[src/rtl/rtimer_pkg.sv]
package rtimer_pkg;
  localparam int REG_W   = 16;
  localparam int NBYTES  = REG_W / 8;
  localparam logic [REG_W-1:0] CTL_MASK = 16'h00C7;

  typedef struct packed {
    logic       en;
    logic       ie;
    logic       casc;
    logic [1:0] ps;
  } tctl_t;

  function automatic logic [REG_W-1:0] ctl_to_word(tctl_t c);
    return {8'h00, c.en, c.ie, 3'b000, c.casc, c.ps};
  endfunction

  function automatic tctl_t byte_to_ctl(logic [7:0] b);
    tctl_t c;
    c.en   = b[7];
    c.ie   = b[6];
    c.casc = b[2];
    c.ps   = b[1:0];
    return c;
  endfunction
endpackage

[src/rtl/rtimer_prescale.sv]
module rtimer_prescale #(
  parameter int LOG1 = 6,
  parameter int LOG2 = 8,
  parameter int LOG3 = 10
) (
  input  logic       clk,
  input  logic       rst,
  input  logic       run,
  input  logic       clr,
  input  logic [1:0] sel,
  output logic       tick
);
  localparam int PW = LOG3;

  logic [PW-1:0] pre_q;
  logic [PW-1:0] lim;

  always_comb begin
    case (sel)
      2'd0:    lim = '0;
      2'd1:    lim = PW'((32'd1 << LOG1) - 32'd1);
      2'd2:    lim = PW'((32'd1 << LOG2) - 32'd1);
      default: lim = PW'((32'd1 << LOG3) - 32'd1);
    endcase
  end

  assign tick = run && (pre_q == lim);

  always_ff @(posedge clk) begin
    if (rst)       pre_q <= '0;
    else if (clr)  pre_q <= '0;
    else if (run)  pre_q <= (pre_q == lim) ? '0 : pre_q + 1'b1;
  end

  // fractional progress never exceeds the period of the selected rate
  p_pre_bound_r4: assert property (@(posedge clk) disable iff (rst) pre_q <= lim);
endmodule

[src/rtl/rtimer_channel.sv]
module rtimer_channel
  import rtimer_pkg::*;
#(
  parameter int LOG1  = 6,
  parameter int LOG2  = 8,
  parameter int LOG3  = 10,
  parameter bit FIRST = 1'b0
) (
  input  logic              clk,
  input  logic              rst,
  input  logic              wr_rel,
  input  logic              wr_ctl,
  input  logic [NBYTES-1:0] wstrb,
  input  logic [REG_W-1:0]  wdata,
  input  logic              casc_in,
  output logic              ovf,
  output logic [REG_W-1:0]  cnt,
  output logic [REG_W-1:0]  ctl_word,
  output logic              irq
);
  logic [REG_W-1:0] cnt_q, rel_q, rel_d;
  tctl_t            ctl_q, ctl_new;
  logic             irq_q;
  logic             ctl_lo_wr, start, casc_eff, pre_tick, adv;

  assign ctl_lo_wr = wr_ctl && wstrb[0];
  assign ctl_new   = byte_to_ctl(wdata[7:0]);
  assign start     = ctl_lo_wr && !ctl_q.en && ctl_new.en;

  generate
    if (FIRST) begin : g_base
      assign casc_eff = 1'b0;
    end else begin : g_chain
      assign casc_eff = ctl_q.casc;
    end
  endgenerate

  rtimer_prescale #(.LOG1(LOG1), .LOG2(LOG2), .LOG3(LOG3)) u_pre (
    .clk  (clk),
    .rst  (rst),
    .run  (ctl_q.en && !casc_eff),
    .clr  (ctl_lo_wr),
    .sel  (ctl_q.ps),
    .tick (pre_tick)
  );

  assign adv = ctl_q.en && (casc_eff ? casc_in : pre_tick);
  assign ovf = adv && (cnt_q == {REG_W{1'b1}});

  always_comb begin
    rel_d = rel_q;
    for (int b = 0; b < NBYTES; b++) begin
      if (wr_rel && wstrb[b]) rel_d[8*b +: 8] = wdata[8*b +: 8];
    end
  end

  always_ff @(posedge clk) begin
    if (rst) begin
      cnt_q <= '0;
      rel_q <= '0;
      ctl_q <= '0;
      irq_q <= 1'b0;
    end else begin
      if (start)     cnt_q <= rel_q;
      else if (ovf)  cnt_q <= rel_q;
      else if (adv)  cnt_q <= cnt_q + 1'b1;
      rel_q <= rel_d;
      if (ctl_lo_wr) ctl_q <= ctl_new;
      irq_q <= ovf && ctl_q.ie;
    end
  end

  assign cnt      = cnt_q;
  assign ctl_word = ctl_to_word(ctl_q);
  assign irq      = irq_q;

  // a wrap restarts the count from the reload value held before the edge
  p_wrap_reload_r3: assert property (@(posedge clk) disable iff (rst)
    ovf |=> (cnt_q == $past(rel_q)));
  // a start edge preloads the count
  p_start_load_r8: assert property (@(posedge clk) disable iff (rst)
    start |=> (cnt_q == $past(rel_q)));
  // a stopped channel holds its count unless it is started
  p_idle_hold_r8: assert property (@(posedge clk) disable iff (rst)
    (!ctl_q.en && !start) |=> $stable(cnt_q));
  // a chained channel moves only when the lower channel wraps
  p_casc_hold_r5: assert property (@(posedge clk) disable iff (rst)
    (ctl_q.en && casc_eff && !casc_in) |=> $stable(cnt_q));
endmodule

[src/rtl/rtimer_regif.sv]
module rtimer_regif
  import rtimer_pkg::*;
#(
  parameter int NUM_CH = 4,
  parameter int CHW    = 2,
  parameter int AW     = 3
) (
  input  logic                         clk,
  input  logic                         rst,
  input  logic                         wr_en,
  input  logic [AW-1:0]                addr,
  input  logic [NUM_CH-1:0][REG_W-1:0] cnt_v,
  input  logic [NUM_CH-1:0][REG_W-1:0] ctl_v,
  output logic [NUM_CH-1:0]            wr_rel,
  output logic [NUM_CH-1:0]            wr_ctl,
  output logic [REG_W-1:0]             rdata
);
  logic [CHW-1:0]   ch;
  logic             sel_ctl;
  logic [REG_W-1:0] rdata_q;
  logic             rd_ctl_q;

  assign ch      = addr[AW-1:1];
  assign sel_ctl = addr[0];

  generate
    for (genvar i = 0; i < NUM_CH; i++) begin : g_dec
      assign wr_rel[i] = wr_en && (ch == CHW'(i)) && !sel_ctl;
      assign wr_ctl[i] = wr_en && (ch == CHW'(i)) &&  sel_ctl;
    end
  endgenerate

  always_ff @(posedge clk) begin
    if (rst) begin
      rdata_q  <= '0;
      rd_ctl_q <= 1'b0;
    end else begin
      rdata_q  <= sel_ctl ? ctl_v[ch] : cnt_v[ch];
      rd_ctl_q <= sel_ctl;
    end
  end

  assign rdata = rdata_q;

  // a single write reaches at most one register
  p_single_target_r11: assert property (@(posedge clk) disable iff (rst)
    $onehot0({wr_rel, wr_ctl}));
  // unstored control bits always read back as zero
  p_ctl_rsvd_zero_r9: assert property (@(posedge clk) disable iff (rst)
    rd_ctl_q |-> ((rdata_q & ~CTL_MASK) == '0));
endmodule

[src/rtl/reload_timer_bank.sv]
module reload_timer_bank
  import rtimer_pkg::*;
#(
  parameter int NUM_CH  = 4,
  parameter int PS_LOG1 = 6,
  parameter int PS_LOG2 = 8,
  parameter int PS_LOG3 = 10,
  localparam int CHW    = (NUM_CH > 1) ? $clog2(NUM_CH) : 1,
  localparam int AW     = CHW + 1
) (
  input  logic              clk,
  input  logic              rst,
  input  logic              wr_en,
  input  logic [AW-1:0]     addr,
  input  logic [REG_W-1:0]  wdata,
  input  logic [NBYTES-1:0] wstrb,
  output logic [REG_W-1:0]  rdata,
  output logic [NUM_CH-1:0] irq
);
  logic [NUM_CH-1:0]            wr_rel, wr_ctl, ovf;
  logic [NUM_CH-1:0][REG_W-1:0] cnt_v, ctl_v;

  rtimer_regif #(.NUM_CH(NUM_CH), .CHW(CHW), .AW(AW)) u_regs (
    .clk    (clk),
    .rst    (rst),
    .wr_en  (wr_en),
    .addr   (addr),
    .cnt_v  (cnt_v),
    .ctl_v  (ctl_v),
    .wr_rel (wr_rel),
    .wr_ctl (wr_ctl),
    .rdata  (rdata)
  );

  generate
    for (genvar i = 0; i < NUM_CH; i++) begin : g_ch
      logic src;
      if (i == 0) begin : g_src0
        assign src = 1'b0;
      end else begin : g_srcn
        assign src = ovf[i-1];
      end

      rtimer_channel #(
        .LOG1(PS_LOG1), .LOG2(PS_LOG2), .LOG3(PS_LOG3), .FIRST(i == 0)
      ) u_ch (
        .clk      (clk),
        .rst      (rst),
        .wr_rel   (wr_rel[i]),
        .wr_ctl   (wr_ctl[i]),
        .wstrb    (wstrb),
        .wdata    (wdata),
        .casc_in  (src),
        .ovf      (ovf[i]),
        .cnt      (cnt_v[i]),
        .ctl_word (ctl_v[i]),
        .irq      (irq[i])
      );

      // an interrupt pulse always follows a wrap of the same channel
      p_irq_after_wrap_r7: assert property (@(posedge clk) disable iff (rst)
        irq[i] |-> $past(ovf[i]));
    end
  endgenerate
endmodule

[config.mk]
export PLATFORM = sky130hd
export DESIGN_NAME = reload_timer_bank
export DESIGN_NICKNAME = d
export VERILOG_FILES = /design/src/rtl/rtimer_pkg.sv /design/src/rtl/rtimer_prescale.sv /design/src/rtl/rtimer_channel.sv /design/src/rtl/rtimer_regif.sv /design/src/rtl/reload_timer_bank.sv
export SDC_FILE = /design/constraint.sdc
export NUM_CORES = 1
export LEC_CHECK = 0
export ABC_AREA = 1
export BUFFER_PORTS_ARGS = -buffer_cell sky130_fd_sc_hd__clkbuf_2
export CAP_MARGIN = 20
export CORE_ASPECT_RATIO = 1.4
export CORE_UTILIZATION = 35
export CTS_CLUSTER_DIAMETER = 60
export DETAILED_ROUTE_END_ITERATION = 10
export PLACE_DENSITY_LB_ADDON = 0.2
export SLEW_MARGIN = 5
export SYNTH_ARGS = -nofsm -noshare
export SYNTH_HDL_FRONTEND = slang
export SYNTH_SLANG_ARGS = --single-unit
[constraint.sdc]
create_clock -name clk -period 2.4 [get_ports clk]
set_input_delay 0.36 -clock clk [delete_from_list [all_inputs] [get_ports clk]]
set_output_delay 0.36 -clock clk [all_outputs]
set_load 0.05 [all_outputs]
==> results of run 1 <==
-- cell usage in the layout, fill, tap and decap left out, drive strengths merged, types with 2 or more instances in the layout --
cell,count
nand4,13
o21ai,147
or2,4
a21o,2
clkinv,5
a31oi,4
o31ai,2
nand2,211
o211ai,20
a22o,5
nor3,33
a211oi,8
buf,127
xor2,43
nor4,5
xnor2,9
dfxtp,208
inv,173
ha,8
nand3,91
a221oi,12
nor3b,8
clkinvlp,2
a22oi,11
o221ai,7
o22ai,8
a2111oi,3
bufinv,2
nor2,139
a21oi,159
clkbuf,77
-- path summary, 6_finish.rpt --
| path | to | startpoint |
|---|---|---|
| worst max-delay path | g_ch[2].u_ch.cnt[14] | g_ch[2].u_ch.cnt[0] |
| worst min-delay path | g_ch[1].u_ch.rel_q[14] | wdata[14] |
| worst min register to register | g_ch[3].u_ch.rel_q[0] | g_ch[3].u_ch.rel_q[0] |
| worst max register to register | g_ch[2].u_ch.cnt[14] | g_ch[2].u_ch.cnt[0] |
-- flip-flops by register name, indices dropped and copies added (netlist names) --
register and cells:
g_ch.u_ch.rel_q 64, g_ch.u_ch.ctl_word 17, g_ch.u_ch.irq 4, g_ch.u_ch.cnt 64, g_ch.u_ch.u_pre.pre_q 40, u_regs.rdata 16
g_ch.u_ch.casc_eff 3
-- per-layer routing --
metal	share of wire (%)	routed length, microns
met3	4.3	1400
met1	43	14000
met2	49	16000
met4	3.9	1290
met5	0	0
-- cell families (layout without fill, tap and decap cells) --
kind of cell | Yosys count | after routing | share of synthesized area, %
compound gates | 393 | 394 | 22.0
xor+xnor | 52 | 52 | 4.44
fa+ha+maj | 8 | 8 | 0.977
buf+inv | 239 | 386 | 9.35
flops | 208 | 208 | 40.6
simple gates | 504 | 505 | 22.6
-- tightest hold or removal path, stage by stage --
cell      delay, ns
clkbuf_2       0.15
nand3_1        0.11
a21oi_1        0.06
-- repair_timing --
action                     4_1_cts  5_1_grt
pin swaps                        1       22
setup buffers                    2       10
gates resized for setup         10       61
setup endpoints to repair       24       49
cloned                           1        4
-- through the flow --
step / setup TNS (ns) / std cells / total power [mW]
after global routing: -4.27 / 1928 / 8.03
final: -0.471 / 1928 / 7.75
after CTS: -0.00109 / 1914 / 7.82
after global placement: -0.308 / 1868 / 4.06
after floorplan: 0 / 1404 / 3.85
after detailed placement: -0.710 / 1868 / 4.06
-- power by group --
part / total [mW] / switching (mW) / internal (mW) / leakage, nW
Clock: 3.75 / 1.52 / 2.23 / 0.392
Sequential: 3.54 / 0.0336 / 3.50 / 1.68
Combinational: 0.470 / 0.324 / 0.146 / 2.93
Total: 7.75 / 1.88 / 5.88 / 5.01
-- area by class of cell --
cell class / instances / share of cell area, %
sequential: 208 / 32.4
multi-input combinational: 959 / 41.8
timing repair buffer: 172 / 10.8
clock buffer: 32 / 5.30
inverter: 171 / 4.99
tap: 375 / 3.65
clock inverter: 11 / 1.00
==> flow_summary.yaml, run 1 <==
setup_path:
  slowest_stage: "dfxtp_2"
  max_stage_delay_ns: 0.35
  cp.required_ns: 2.85
  critical_path_depth: 19
  crit_chain: "ha_4 -> nand2_2 -> inv_2 -> nand3_4 -> nor2_4 -> nand3_2 -> nor2_2 -> nand2_1 -> nor2_2 -> nand3_2 -> nor2_4 -> buf_12 -> nand2_8 -> nand2_8 -> buf_12 -> a21oi_1 -> o21ai_1 -> nand2_1 -> nor2_1"
  endpoint_kind: "flip-flop"
  arrival_ns: 2.92
  worst-setup-path-type: "flip-flop to flip-flop"
  crit_fanout: 5
  crit_path_start_kind: "flip-flop"
  worstRegToRegCells: 19
  crit_buf_inv: 3
  regToRegSetupSlack_ns: -0.07
  cp_top_family: "simple AND/OR/NAND/NOR gates"
synthesis:
  ys_async_sr_fraction_pct: 0
  syn_nets: 1436
  syn_avg_cell_area_sq_um: 7.30
  synth_cells: 1404
  ys_warn_count: 0
  synth-edff-count: 0
  yosysTopAreaCell: "dfxtp_1"
  synth_top_cell_area_share_pct: 40.6
  synth.most_common_cell: "dfxtp_1"
  ys.flop_type: "dfxtp_1"
  seq_area_frac_synth_pct: 40.6
  netlist_area_sq_um: 10200
  ys_top_cells_by_area: "dfxtp_1 41%, nand2_1 7.4%, a21oi_1 7.3%"
  synth_common_cells: "208 x dfxtp_1, 203 x nand2_1, 165 x inv_1"
  ys_ff_latch: 208
  ys_types: 53
detailed_routing:
  drt_iter0_drc: 644
  antenna_left: 0
  drcViolationCount: 0
  vias: 9940
  vias_per_cell: 5.16
  wirelength_microns: 32700
  routedWlPerCell_microns: 16.9
  firstDrtPassIters: 7
place:
  port_buffers: 43
  place.detailed.hpwl_microns: 23700
  post-place-ws_ns: -0.170
  place.gp.congestion: 0.870
  place_area_sq_um: 11600
worst_hold_path:
  hold_class: "primary input to flip-flop"
  hold_depth: 3
finish:
  final-seq-area_sq_um: 4170
  drive_gt1_share_pct: 19.8
  final_net_count: 1568
  fin_area_sq_um: 12900
  postLayoutCoreUtil_pct: 45.0
  antenna_cells: 0
  multi_input_area_sq_um: 5380
  fillers: 2916
  syn2layout_area_growth_pct: 25.5
clocking:
  cts.sinks: 208
  ctsLongestPathBuffers: 3
  worstSkewPairLatency_ns: 0.53
  cts_made_buffers: 24
  tritoncts: "yes"
  postCtsHoldBufs: 0
  htree_levels: 1
  ctsRootBufferMaster: "clkbuf_16"
  cts.clk_slew.worst_paths_ns: 0.06
power:
  max-vdd-ir-drop_uv: 445
  powerDensity_nw_per_um2: 603
  p_leak_nw: 5.01
timing:
  holdWs_ns: 0.198
  fin_crit_ns: 2.47
  slew_violations: 0
  max_freq_ghz: 0.405
  finalWorstSetupSlack_ns: -0.0666
  fin_crit_sh_pct: 103
  setup_violations: 22
  finClkSkew_ns: 0.0237
  tightest_slew_ns: 0.625
  slew_headroom_pct: 58.2
  grt_setup_unrepaired: "yes"
  hold_viol: 0
die:
  die_height_microns: 204
  ios: 44
  num_rows: 73
  die_w_microns: 147
  core_area_sq_um: 28600
  start_util_pct: 35.8
  dieArea_sq_um: 30000
global_routing:
  grt_max_degree: 77
  grtUsageMet2_pct: 38.9
  grt_pass1_vias: 9493
  grtUsageMet1_pct: 26.6
  busiest_layer: "met2"
  grt_usage_pct: 21.8
  overflow: 0
  use_met3_pct: 2.39
  grt_first_pass_wirelength_microns: 51500
  antenna_found_initial: 0
outcome:
  violations: "setup timing"
  status: "finished, violations left"
job:
  drv_cap: 0
No activity file was read; power rests on OpenSTA's default activity.
==> run 2, diff against run 1 <==
==> constraint.sdc (replaced) <==
create_clock -name clk -period 2.4 [get_ports clk]
set_input_delay 0.12 -clock clk [delete_from_list [all_inputs] [get_ports clk]]
set_output_delay 0.12 -clock clk [all_outputs]
set_load 0.05 [all_outputs]
==> run 2 against run 1 <==
The run still ends with setup timing left. Total power rose by 1.1%. Die area is the same. Sequential power about the same. Routed wire length increased by 1.4%. First-iteration DRC count fell by 0.62%. Largest power group unchanged.
==> flow_summary.yaml, run 2 (same netlist as run 1, synthesis figures left out) <==
timing:
  finClkSkew_ns: 0.0253
  finalWorstSetupSlack_ns: -0.0820
  hold_viol: 0
  setup_violations: 19
  fin_crit_ns: 2.48
  tns_ns: -0.971
  max_freq_ghz: 0.403
  slew_headroom_pct: 60.0
  tightest_slew_ns: 0.599
  fin_crit_sh_pct: 103
  grt_setup_unrepaired: "yes"
  slew_violations: 0
finish:
  layout_commonest_cell: "dfxtp_1"
  antenna_cells: 0
  final_net_count: 1569
  multi_input_area_sq_um: 5330
  fillers: 2901
  final-seq-area_sq_um: 4170
  drive_gt1_share_pct: 18.3
  final_cell_mix: "204 x dfxtp_1, 198 x nand2_1, 162 x inv_1"
  postLayoutCoreUtil_pct: 44.9
  syn2layout_area_growth_pct: 25.2
clocking:
  ctsLongestPathBuffers: 3
  cts.clk_slew.worst_paths_ns: 0.07
  worstSkewPairLatency_ns: 0.54
  cts_made_buffers: 23
  htree_levels: 1
  ctsRootBufferMaster: "clkbuf_16"
  tritoncts: "yes"
  cts.sinks: 208
die:
  dieArea_sq_um: 30000
  start_util_pct: 35.8
  die_w_microns: 147
  die_height_microns: 204
  ios: 44
  core_area_sq_um: 28600
  num_rows: 73
setup_path:
  worst-setup-path-type: "flip-flop to flip-flop"
  cp.required_ns: 2.82
  arrival_ns: 2.90
  crit_fanout: 8
  endpoint_kind: "flip-flop"
  crit_path_start_kind: "flip-flop"
global_routing:
  grt_first_pass_wirelength_microns: 51700
  grt_usage_pct: 22.0
  antenna_found_initial: 0
  overflow: 0
  grt_pass1_vias: 9488
  grt_max_degree: 43
power:
  max-vdd-ir-drop_uv: 419
  p_leak_nw: 5.03
  powerDensity_nw_per_um2: 611
detailed_routing:
  wirelength_microns: 33100
  vias: 9880
  vias_per_cell: 5.12
  drcViolationCount: 0
  antenna_left: 0
  firstDrtPassIters: 5
  routedWlPerCell_microns: 17.2
  drt_iter0_drc: 640
job:
  drv_cap: 0
worst_hold_path:
  hold_class: "primary input to flip-flop"
outcome:
  status: "finished, violations left"
  violations: "setup timing"
place:
  port_buffers: 43
  place.detailed.hpwl_microns: 24100
  place.gp.congestion: 0.914
  post-place-ws_ns: -0.115
## run 2: cell count changes in the layout (fill, tap and decap cells not counted), moves of 5 or more
cell and change:
a21oi_1 +6, nand2_1 +5, a21oi_2 -6, buf_12 -5, buf_4 -8, dlygate4sd3_1 +13
## run 2: what timing repair did
item,CTS,global route
setup buffers,1,6
hold buffers,13,0
gates cloned,1,6
resized for setup,10,48
pin swaps,2,21
setup endpoints to repair,28,50
endpoints found under the hold margin,21,0
## run 2: routing by layer
metal / routed length, microns / share of wire, % / up-vias / track usage (%)
met3: 1260 / 3.8 / 62 / 2.68
met1: 14000 / 42 / 4579 / 26.3
li1: - / - / 4996 / -
met4: 1210 / 3.7 / 0 / 9.41
met2: 16600 / 50 / 243 / 39.3
met5: 0 / 0 / - / 0
## run 2: power by group
group / internal, mW / switching (mW)
Clock: 2.33 / 1.50
Combinational: 0.154 / 0.327
Sequential: 3.50 / 0.0352
Total: 5.98 / 1.86
## run 2: cell type report
cell class              instances  area share [%]
repair buffers                174            10.9
multi-input cells             959            41.6
clock inverters                11            1.32
flip-flops and latches        208            32.5
clock buffers                  31            5.03
well taps                     375            3.66
inverters                     171            5.00
## run 2: metrics by stage
step | hold slack, ns | power [mW] | cell area [sq um] | std cells
final | 0.0161 | 7.84 | 12800 | 1929
after global routing | 0.0196 | 8.12 | 12800 | 1929
after CTS | 0.00105 | 7.90 | 12500 | 1917
after detailed placement | 0.439 | 4.06 | 11500 | 1860
after global placement | 0.436 | 4.06 | 11500 | 1860
after floorplan | 0.255 | 3.85 | 10200 | 1404
## run 2: worst paths after layout
| check | startpoint | to | slack, ns | depth (start not counted) |
|---|---|---|---|---|
| max | g_ch[1].u_ch.cnt[1] | g_ch[3].u_ch.cnt[3] | -0.08 | 16 |
| min | wdata[9] | g_ch[0].u_ch.rel_q[9] | 0.02 | 3 |
| max reg2reg | g_ch[1].u_ch.cnt[1] | g_ch[3].u_ch.cnt[3] | -0.08 | 16 |
| min reg2reg | g_ch[0].u_ch.rel_q[8] | g_ch[0].u_ch.rel_q[8] | 0.45 | 2 |
## run 2: critical path, stage by stage, from the launching register on
cell     delay (ns)
dfxtp_2        0.35
ha_4           0.15
nand2_4        0.05
nor3_4         0.21
nand3_2        0.10
nor2_2         0.14
nand2_2        0.09
nor3_4         0.27
nand3_2        0.14
nand2_4        0.13
nand3_4        0.11
buf_6          0.14
nand3_4        0.11
buf_12         0.16
nand2_4        0.06
nor2_4         0.09
nor2_1         0.04
